==> src/rtl/xlate_pkg.sv <==
`timescale 1ns/1ps
package xlate_pkg;

  localparam int XADDR_W = 34;

  typedef enum logic [3:0] {
    REQ_RD        = 4'h2,
    REQ_WR        = 4'h4,
    REQ_WR_ACK    = 4'h5,
    REQ_WR_STREAM = 4'h6
  } req_kind_e;

  typedef struct packed {
    logic [XADDR_W-1:0] base;
    logic [XADDR_W-1:0] mask;
    logic               en;
  } win_cfg_t;

  function automatic logic kind_is_xlate(logic [3:0] k);
    logic r;
    case (k)
      REQ_RD, REQ_WR, REQ_WR_ACK, REQ_WR_STREAM: r = 1'b1;
      default:                                   r = 1'b0;
    endcase
    return r;
  endfunction

endpackage

==> src/rtl/xlate_regs.sv <==
`timescale 1ns/1ps
// Window register bank: per-window base, mask+enable and local offset.
// Requires LADDR_W <= 32 and the window span to fit in CFG_AW bits.
module xlate_regs
  import xlate_pkg::*;
#(
  parameter int NWIN    = 16,
  parameter int LADDR_W = 32,
  parameter int CFG_AW  = 12,
  parameter logic [CFG_AW-1:0] WIN_BASE = 'h300
) (
  input  logic               clk,
  input  logic               rst_n,
  input  logic               cfg_we,
  input  logic [CFG_AW-1:0]  cfg_addr,
  input  logic [31:0]        cfg_wdata,
  output logic [31:0]        cfg_rdata,
  output win_cfg_t           win_cfg [NWIN],
  output logic [LADDR_W-1:0] win_ofs [NWIN]
);

  localparam int IDX_W = (NWIN > 1) ? $clog2(NWIN) : 1;
  localparam int SPAN  = NWIN * 16;

  logic [CFG_AW-1:0] rel;
  logic              in_rng;
  logic [IDX_W-1:0]  idx;
  logic [1:0]        sel;
  logic [31:0]       rd_word [NWIN][4];

  assign rel    = cfg_addr - WIN_BASE;
  assign in_rng = (cfg_addr >= WIN_BASE) && (rel < CFG_AW'(SPAN));
  assign idx    = rel[4 +: IDX_W];
  assign sel    = rel[3:2];

  for (genvar w = 0; w < NWIN; w++) begin : g_win
    logic               sel_w;
    logic               wr_base, wr_mask, wr_ofs;
    logic [28:0]        base_lo_q, mask_lo_q;
    logic [1:0]         base_hi_q, mask_hi_q;
    logic               en_q;
    logic [LADDR_W-1:0] ofs_q;

    assign sel_w   = cfg_we && in_rng && (idx == IDX_W'(w));
    assign wr_base = sel_w && (sel == 2'd0);
    assign wr_mask = sel_w && (sel == 2'd1);
    assign wr_ofs  = sel_w && (sel == 2'd2);

    always_ff @(posedge clk or negedge rst_n) begin
      if (!rst_n) begin
        base_lo_q <= '0;
        base_hi_q <= '0;
        mask_lo_q <= '0;
        mask_hi_q <= '0;
        en_q      <= 1'b0;
        ofs_q     <= '0;
      end else begin
        if (wr_base) begin
          base_lo_q <= cfg_wdata[31:3];
          base_hi_q <= cfg_wdata[1:0];
        end
        if (wr_mask) begin
          mask_lo_q <= cfg_wdata[31:3];
          en_q      <= cfg_wdata[2];
          mask_hi_q <= cfg_wdata[1:0];
        end
        if (wr_ofs) begin
          ofs_q <= cfg_wdata[LADDR_W-1:0];
        end
      end
    end

    assign rd_word[w][0] = {base_lo_q, 1'b0, base_hi_q};
    assign rd_word[w][1] = {mask_lo_q, en_q, mask_hi_q};
    assign rd_word[w][2] = 32'(ofs_q);
    assign rd_word[w][3] = '0;

    assign win_cfg[w].base = {base_hi_q, base_lo_q, 3'b000};
    assign win_cfg[w].mask = {mask_hi_q, mask_lo_q, 3'b000};
    assign win_cfg[w].en   = en_q;
    assign win_ofs[w]      = ofs_q;

    // a mask write loads the enable bit from data bit 2
    p_en_load_r4: assert property (@(posedge clk) disable iff (!rst_n)
      wr_mask |=> (en_q == $past(cfg_wdata[2])));
  end

  always_comb begin
    cfg_rdata = '0;
    if (in_rng) cfg_rdata = rd_word[idx][sel];
  end

  // reserved base bit always reads zero
  p_base_rsvd_r3: assert property (@(posedge clk) disable iff (!rst_n)
    (in_rng && sel == 2'd0) |-> !cfg_rdata[2]);

endmodule

==> src/rtl/xlate_win_match.sv <==
`timescale 1ns/1ps
// One window: masked compare over the full request address and address merge.
module xlate_win_match
  import xlate_pkg::*;
#(
  parameter int LADDR_W = 32
) (
  input  logic [XADDR_W-1:0] req_addr,
  input  win_cfg_t           cfg,
  input  logic [LADDR_W-1:0] ofs,
  output logic               hit,
  output logic [LADDR_W-1:0] laddr
);

  logic [XADDR_W-1:0] diff;

  assign diff  = (req_addr ^ cfg.base) & cfg.mask;
  assign hit   = cfg.en && (diff == '0);
  assign laddr = ofs | (req_addr[LADDR_W-1:0] & ~cfg.mask[LADDR_W-1:0]);

endmodule

==> src/rtl/xlate_prio_sel.sv <==
`timescale 1ns/1ps
// Lowest-index-wins selector over the per-window match vector.
module xlate_prio_sel #(
  parameter int NWIN    = 16,
  parameter int LADDR_W = 32,
  localparam int IDX_W  = (NWIN > 1) ? $clog2(NWIN) : 1
) (
  input  logic               clk,
  input  logic               rst_n,
  input  logic [NWIN-1:0]    hit_vec,
  input  logic [LADDR_W-1:0] laddr_vec [NWIN],
  output logic               any_hit,
  output logic [IDX_W-1:0]   win_idx,
  output logic [LADDR_W-1:0] win_laddr
);

  logic [NWIN-1:0] grant;

  always_comb begin
    grant     = '0;
    win_idx   = '0;
    win_laddr = '0;
    for (int i = NWIN - 1; i >= 0; i--) begin
      if (hit_vec[i]) begin
        grant     = '0;
        grant[i]  = 1'b1;
        win_idx   = IDX_W'(i);
        win_laddr = laddr_vec[i];
      end
    end
  end

  assign any_hit = |hit_vec;

  // at most one window granted
  p_grant_onehot_r7: assert property (@(posedge clk) disable iff (!rst_n)
    $onehot0(grant));
  // no matching window below the granted one
  p_grant_lowest_r7: assert property (@(posedge clk) disable iff (!rst_n)
    any_hit |-> (((grant - 1'b1) & hit_vec) == '0));

endmodule

==> src/rtl/iaddr_xlate.sv <==
`timescale 1ns/1ps
module iaddr_xlate
  import xlate_pkg::*;
#(
  parameter int NWIN    = 16,
  parameter int LADDR_W = 32,
  parameter int CFG_AW  = 12,
  localparam int IDX_W  = (NWIN > 1) ? $clog2(NWIN) : 1
) (
  input  logic               clk,
  input  logic               rst_n,
  input  logic               cfg_we,
  input  logic [CFG_AW-1:0]  cfg_addr,
  input  logic [31:0]        cfg_wdata,
  output logic [31:0]        cfg_rdata,
  input  logic               req_valid,
  input  logic [3:0]         req_type,
  input  logic [XADDR_W-1:0] req_addr,
  output logic               rsp_valid,
  output logic               rsp_hit,
  output logic               rsp_miss,
  output logic [IDX_W-1:0]   rsp_win,
  output logic [LADDR_W-1:0] rsp_laddr
);

  // reset: asserted asynchronously, released on the clock
  logic rst_meta, rst_sync_n;
  always_ff @(posedge clk or negedge rst_n) begin
    if (!rst_n) begin
      rst_meta   <= 1'b0;
      rst_sync_n <= 1'b0;
    end else begin
      rst_meta   <= 1'b1;
      rst_sync_n <= rst_meta;
    end
  end

  win_cfg_t           win_cfg [NWIN];
  logic [LADDR_W-1:0] win_ofs [NWIN];
  logic [NWIN-1:0]    hit_vec;
  logic [LADDR_W-1:0] laddr_vec [NWIN];
  logic               any_hit;
  logic [IDX_W-1:0]   sel_idx;
  logic [LADDR_W-1:0] sel_laddr;

  xlate_regs #(
    .NWIN(NWIN), .LADDR_W(LADDR_W), .CFG_AW(CFG_AW)
  ) u_regs (
    .clk      (clk),
    .rst_n    (rst_sync_n),
    .cfg_we   (cfg_we),
    .cfg_addr (cfg_addr),
    .cfg_wdata(cfg_wdata),
    .cfg_rdata(cfg_rdata),
    .win_cfg  (win_cfg),
    .win_ofs  (win_ofs)
  );

  for (genvar w = 0; w < NWIN; w++) begin : g_match
    xlate_win_match #(.LADDR_W(LADDR_W)) u_match (
      .req_addr(req_addr),
      .cfg     (win_cfg[w]),
      .ofs     (win_ofs[w]),
      .hit     (hit_vec[w]),
      .laddr   (laddr_vec[w])
    );
  end

  xlate_prio_sel #(.NWIN(NWIN), .LADDR_W(LADDR_W)) u_sel (
    .clk      (clk),
    .rst_n    (rst_sync_n),
    .hit_vec  (hit_vec),
    .laddr_vec(laddr_vec),
    .any_hit  (any_hit),
    .win_idx  (sel_idx),
    .win_laddr(sel_laddr)
  );

  // next-state
  logic               xl_req;
  logic               ld;
  logic               nxt_hit, nxt_miss;
  logic [IDX_W-1:0]   nxt_win;
  logic [LADDR_W-1:0] nxt_laddr;

  always_comb begin
    xl_req    = req_valid && kind_is_xlate(req_type);
    ld        = req_valid || rsp_valid;
    nxt_hit   = xl_req && any_hit;
    nxt_miss  = xl_req && !any_hit;
    nxt_win   = nxt_hit ? sel_idx : '0;
    nxt_laddr = nxt_hit ? sel_laddr : '0;
  end

  // registers
  always_ff @(posedge clk or negedge rst_sync_n) begin
    if (!rst_sync_n) begin
      rsp_valid <= 1'b0;
      rsp_hit   <= 1'b0;
      rsp_miss  <= 1'b0;
      rsp_win   <= '0;
      rsp_laddr <= '0;
    end else begin
      rsp_valid <= req_valid;
      if (ld) begin
        rsp_hit   <= nxt_hit;
        rsp_miss  <= nxt_miss;
        rsp_win   <= nxt_win;
        rsp_laddr <= nxt_laddr;
      end
    end
  end

  // one-cycle result timing
  p_latency_r10: assert property (@(posedge clk) disable iff (!rst_sync_n)
    req_valid |=> rsp_valid);
  p_idle_r10: assert property (@(posedge clk) disable iff (!rst_sync_n)
    !req_valid |=> (!rsp_valid && !rsp_hit && !rsp_miss));
  // exclusive flags, miss carries no address
  p_hit_miss_excl_r8: assert property (@(posedge clk) disable iff (!rst_sync_n)
    !(rsp_hit && rsp_miss));
  p_miss_zero_r8: assert property (@(posedge clk) disable iff (!rst_sync_n)
    rsp_miss |-> (rsp_laddr == '0));
  // untranslated types raise no flag
  p_types_r9: assert property (@(posedge clk) disable iff (!rst_sync_n)
    (req_valid && !kind_is_xlate(req_type)) |=> (!rsp_hit && !rsp_miss && rsp_laddr == '0));

endmodule

==> config.mk <==
export PLATFORM = sky130hd
export DESIGN_NAME = iaddr_xlate
export DESIGN_NICKNAME = d
export VERILOG_FILES = /design/src/rtl/xlate_pkg.sv /design/src/rtl/xlate_regs.sv /design/src/rtl/xlate_win_match.sv /design/src/rtl/xlate_prio_sel.sv /design/src/rtl/iaddr_xlate.sv
export SDC_FILE = /design/constraint.sdc
export NUM_CORES = 2
export LEC_CHECK = 0
export CAP_MARGIN = 5
export CORE_UTILIZATION = 25
export DETAILED_ROUTE_END_ITERATION = 8
export SYNTH_ARGS = -nofsm -noshare
export SYNTH_HDL_FRONTEND = slang
export SYNTH_HIERARCHICAL = 1
export SYNTH_SLANG_ARGS = --single-unit
==> constraint.sdc <==
create_clock -name clk -period 122.2 [get_ports clk]
set_input_delay 12.22 -clock clk [delete_from_list [all_inputs] [get_ports clk]]
set_output_delay 12.22 -clock clk [all_outputs]
set_load 0.03 [all_outputs]
== Word level (Yosys, flattened, before mapping) ==
Cells that the tools add are included.

* Register bits after elaboration: 1561
* Output and inout bits: 71
* Bits of input ports: 86

* Bitwise logic cells: 82
* Magnitude comparators: 4
* Reduce and logical (&&, ||, !) cells: 107
* Mux-type cells: 42
* $add $sub $neg: 1
* Equal/unequal tests: 21

{| class="wikitable"
|+ Operators with widths
! cell !! count
|-
| $mux W32 || 20
|-
| $and A34 B34 Y34 || 16
|-
| $logic_not A34 Y1 || 16
|-
| $xor A34 B34 Y34 || 16
|-
| $and A32 B32 Y32 || 16
|-
| $bmux W128 S4 || 1
|-
| $not A32 Y32 || 16
|-
| $or A32 B32 Y32 || 16
|-
| $mux W128 || 2
|-
| $logic_and A1 B1 Y1 || 85
|-
| $mux W4 || 17
|-
| $bmux W32 S2 || 1
|-
| $eq A4 B4 Y1 const B || 8
|-
| $eq A4 B3 Y1 const B || 7
|-
| $reduce_or A16 Y1 || 1
|-
| $eq A4 B2 Y1 const B || 3
|-
| $ge A12 B10 Y1 const B || 1
|-
| $lt A12 B9 Y1 const B || 1
|-
| $sub A12 B10 Y12 const B || 1
|-
| $ge A5 B5 Y1 const B || 1
|-
| $not A4 Y5 || 1
|-
| $eq A4 B1 Y1 const B || 1
|-
| $logic_not A4 Y1 || 1
|-
| $reduce_or A4 Y1 || 1
|-
| 8 further kinds || 8
|}

== Depth between registers and ports, before layout ==
* Depth in word-level cells: 21
* Depth in mapped cells: 16
* Gate-level depth less buffers: 12

== Cells and area by module ==
The synthesis kept the hierarchy.

{| class="wikitable"
|+ By module, submodules not included
! module !! instances !! cells an instance !! area an instance (sq um) !! sequential area each (sq um)
|-
| xlate_regs || 1 || 4809 || 70443.8 || 38036.5
|-
| xlate_win_match || 16 || 119 || 813.3 || 0.0
|-
| xlate_prio_sel || 1 || 560 || 3677.3 || 0.0
|-
| iaddr_xlate || 1 || 93 || 1466.4 || 1026.0
|}

== Worst setup path before layout ==
No wires, ideal clock.

* Kind: input to output
* From: input cfg_addr[4]
* To: output cfg_rdata[10]
* Path slack: 95.967 ns
* Required time: 109.980 ns
* Path buffers: 3
* Cell stages on the path: 6
* Arrival time: 14.013 ns
* Path through: buf_4 -> buf_6 -> buf_2 -> mux4_2 -> a221oi_1 -> o2111ai_1

* Word-level cells in the longest chain between the ends: 9
* Elaborated cells on any way between the ends: 12

{| class="wikitable"
|+ Ends and longest elaborated chain
! element !! RTL line !! text
|-
| start: declaration || iaddr_xlate.sv:13 || <nowiki>input logic [CFG_AW-1:0] cfg_addr,</nowiki>
|-
| $sub A12 B10 Y12 || xlate_regs.sv:31 || <nowiki>assign rel = cfg_addr - WIN_BASE;</nowiki>
|-
| $not A4 Y5 (implied by the code) || xlate_regs.sv:90 || <nowiki>if (in_rng) cfg_rdata = rd_word[idx][sel];</nowiki>
|-
| $bmux W128 S4 || xlate_regs.sv:90 ||
|-
| $mux W128 (implied by the code) (2 in a row) || xlate_regs.sv:90 ||
|-
| $bmux W32 S2 || xlate_regs.sv:90 ||
|-
| $mux W32 (implied by the code) (2 in a row) || xlate_regs.sv:90 ||
|-
| $mux W32 (*) || xlate_regs.sv:90 ||
|-
| end: declaration || iaddr_xlate.sv:15 || <nowiki>output logic [31:0] cfg_rdata,</nowiki>
|}

Mark *: on every way between the ends. The rest lies on a longest branch, timed or not. The select of a mux whose other input is x is not followed.

== Worst setup path in the final report ==
* From: input cfg_addr[4]
* To: output cfg_rdata[7]

The elaborated chain is that of the path after synthesis.

==> results_dict.tcl <==
set metrics [dict create \
    power_leakage_nw 47.0 \
    ir_drop_mv 0.0124 \
    worst_pin_slew_ps 1450 \
    dp_hpwl_mm 254 \
    core_area_mm2 0.353 \
    synth.most_common_cell "dfrtp_1" \
    syn2layout_area_growth_pct 13.8 \
    post-route-drc-count 2 \
    p_total_mw 1.21 \
    crit_type "in -> out" \
    path_cells "buf_8, buf_4, buf_4, buf_4, buf_4, mux2i_1, a22o_1, a221oi_1, a22oi_1, nand4b_1, clkdlybuf4s50_1" \
    dieArea_mm2 0.357 \
    cellPowerDensity_mw_per_mm2 12.0 \
    numCtsBuffers 174 \
    maxCapViolations 0 \
    io_buffers 154 \
    core.rowCount 218 \
    overflow 0 \
    outcome "finished with violations" \
    drive_gt1_frac 0.322 \
    io_pins 157 \
    cp_num_buf_inv 6 \
    synthArstFlopShare 1.00 \
    die_x_um 597 \
    relSlewSlack 0.0354 \
    clock_skew_ps 46.7 \
    wirelength_mm 388 \
    slew_violations 0 \
    crit_slowest_cell "nand4b_1" \
    slowest_delay_ps 980 \
    rsz0062_at_grt "no" \
    ys_warn_count 6 \
    h-tree-depth 4 \
    clock_latency_ps 860 \
    critPathMaxFanout 77 \
    synth_edf_count 0 \
    final_hold_viol_count 0 \
    arrival_ps 18970 \
    cts.clk_slew.worst_paths_ps 60 \
    viasPerCell 5.55 \
    postCtsHoldBufs 0 \
    synth_flop_cell "dfrtp_1" \
    fin_crit_ps 31190 \
    ys_types 73 \
    ys_seq_area_frac 0.441 \
    setup_tns_ps 0 \
    vias 68000 \
    cts.sinks 1561 \
    antenna_found_initial 74 \
    grt_pass1_wl_mm 535 \
    finalCritPeriodShare 0.255 \
    avgSynthCellArea_um2 12.0 \
    post_cts_resized 0 \
    synthesis.area_mm2 0.0886 \
    fmax_ghz 0.0321 \
    die_h_um 597 \
    min_path_type "reg -> reg" \
    grt_usage 0.211 \
    synth.area.top_cells "dfrtp_1 (44%), mux2_2 (19%), mux2i_1 (5.5%)" \
    start_util 0.251 \
    crit_family "buffers and inverters" \
    setup.worst_path.end_class "output pin" \
    cts_tree "yes" \
    grt_pass1_vias 67500 \
    ant_nets 0 \
    violations "design-rule violations" \
    postCtsSetupBuffers 0 \
    synthCells 7366 \
    drt_iter0_markers 9285 \
    cp-start-kind "primary input" \
    nets 7427 \
    drt-pass1-iter-count 6 \
    synthTopCellsByCount "dfrtp_1 (1561), mux2_2 (1497), a21o_1 (497), mux2i_1 (485), inv_1 (438)" \
    cts_max_path_buffers 3 \
    cts-root-buf "clkbuf_16" \
    crit_path_frequent_cell "buf_4" \
    place_congestion 0.944 \
    setup_viol 0 \
    ys_seq_elements 1561 \
    synth.largest_area_cell "dfrtp_1" \
    cp.required_ps 109980 \
    synth_top_area_share 0.441 \
    fin_hold_ws_ps 350 \
    post_drt_wl_per_cell_um 31.6 \
    grt_max_degree 185 \
]
## report_power, final
group          leakage, nW  total (mW)  internal [mW]  switching [mW]
Clock                 2.98       0.559          0.324           0.235
Combinational         22.3       0.116         0.0393          0.0764
Sequential            21.7       0.532          0.524         0.00757
Total                 47.0        1.21          0.888           0.319
## state kept, by name, indices dropped and copies added (netlist names)
signal and cells:
rst_meta 1, rsp_miss 1, rsp_win 4, rsp_hit 1, u_regs/g_win.mask_hi_q 32, u_regs/g_win.mask_lo_q 464
u_regs/g_win.base_hi_q 32, u_regs/g_win.ofs_q 512, rst_sync_n 1, u_regs/g_win.base_lo_q 464, u_regs/g_win.en_q 16, rsp_laddr 32
rsp_valid 1
## worst register-to-register path: stages (launching register included)
cell and delay (ps):
dfrtp_1 400, inv_1 130, o22ai_1 170, a221oi_1 600, nand4_1 750, nor3_4 870
buf_4 450, or2_2 680, buf_4 480, a221oi_1 190, o311ai_0 210, a21oi_1 190
o21ai_0 980, a22o_1 300
## placed cells by master, fill, tap and decap left out, drive strengths merged, types with 21 or more instances in the layout
cell / instances
xor2: 272
buf: 268
o221ai: 45
diode: 35
nand4: 42
conb: 97
a22o: 113
mux2: 1522
nand2: 84
nor3: 26
nand3: 69
dfrtp: 1561
a21oi: 40
a221oi: 251
o2111ai: 21
a21o: 513
o21ai: 66
clkinv: 59
nor2: 58
inv: 512
clkbuf: 250
a22oi: 222
mux2i: 485
mux4: 140
xnor2: 272
o22ai: 189
clkdlybuf4s50: 109
## path summary, 6_finish.rpt
check	startpoint	end	slack, ps	cells after the start
max	cfg_addr[4]	cfg_rdata[7]	91010	11
min	rst_meta	rst_sync_n	350	0
max reg2reg	u_regs/g_win[6].mask_lo_q[8]	rsp_laddr[2]	115750	13
min reg2reg	rst_meta	rst_sync_n	350	0
max in group asynchronous	rst_n	rst_sync_n	110520	1
min in group asynchronous	rst_sync_n	u_regs/g_win[12].mask_lo_q[9]	460	0
## per-layer routing
layer | GRT usage | vias up | routed length (um)
li1 | - | 26900 | -
met1 | 0.264 | 35300 | 148000
met2 | 0.304 | 4468 | 163000
met3 | 0.0775 | 1268 | 48000
met4 | 0.136 | 34 | 28500
met5 | 0 | - | 226
## kinds of logic (layout without fill, tap and decap cells)
kind of cell / count (synthesis) / in the layout / share of synthesized area
simple gates: 351 / 351 / 0.0218
other cells: 2 / 132 / 0.0000848
compound gates: 1566 / 1566 / 0.135
buf+inv: 1195 / 1222 / 0.0647
flops: 1561 / 1561 / 0.441
xor+xnor: 544 / 544 / 0.0538
mux: 2147 / 2147 / 0.284
## through the flow
stage          utilization  setup WS (ps)  std cells  instance area [um^2]
2_1_floorplan            -          75460       7461                 89000
3_3_place_gp         0.269          91260      11900                 94700
3_5_place_dp         0.269          91250      11900                 94700
4_1_cts              0.286          91240      12200                101000
5_1_grt              0.286          90940      12200                101000
6_report             0.286          91010      12300                101000
## cell type report
| class | instances | area [um^2] |
|---|---|---|
| clock buffers | 249 | 5160 |
| fillers | 36000 | 252000 |
| well taps | 4730 | 5920 |
| flip-flops and latches | 1561 | 39100 |
| multi-input cells | 4705 | 44700 |
| diodes | 35 | 87.6 |
| clock inverters | 74 | 876 |
| inverters | 521 | 1960 |
| repair buffers | 378 | 3110 |
(Power assumes the default switching activity.)
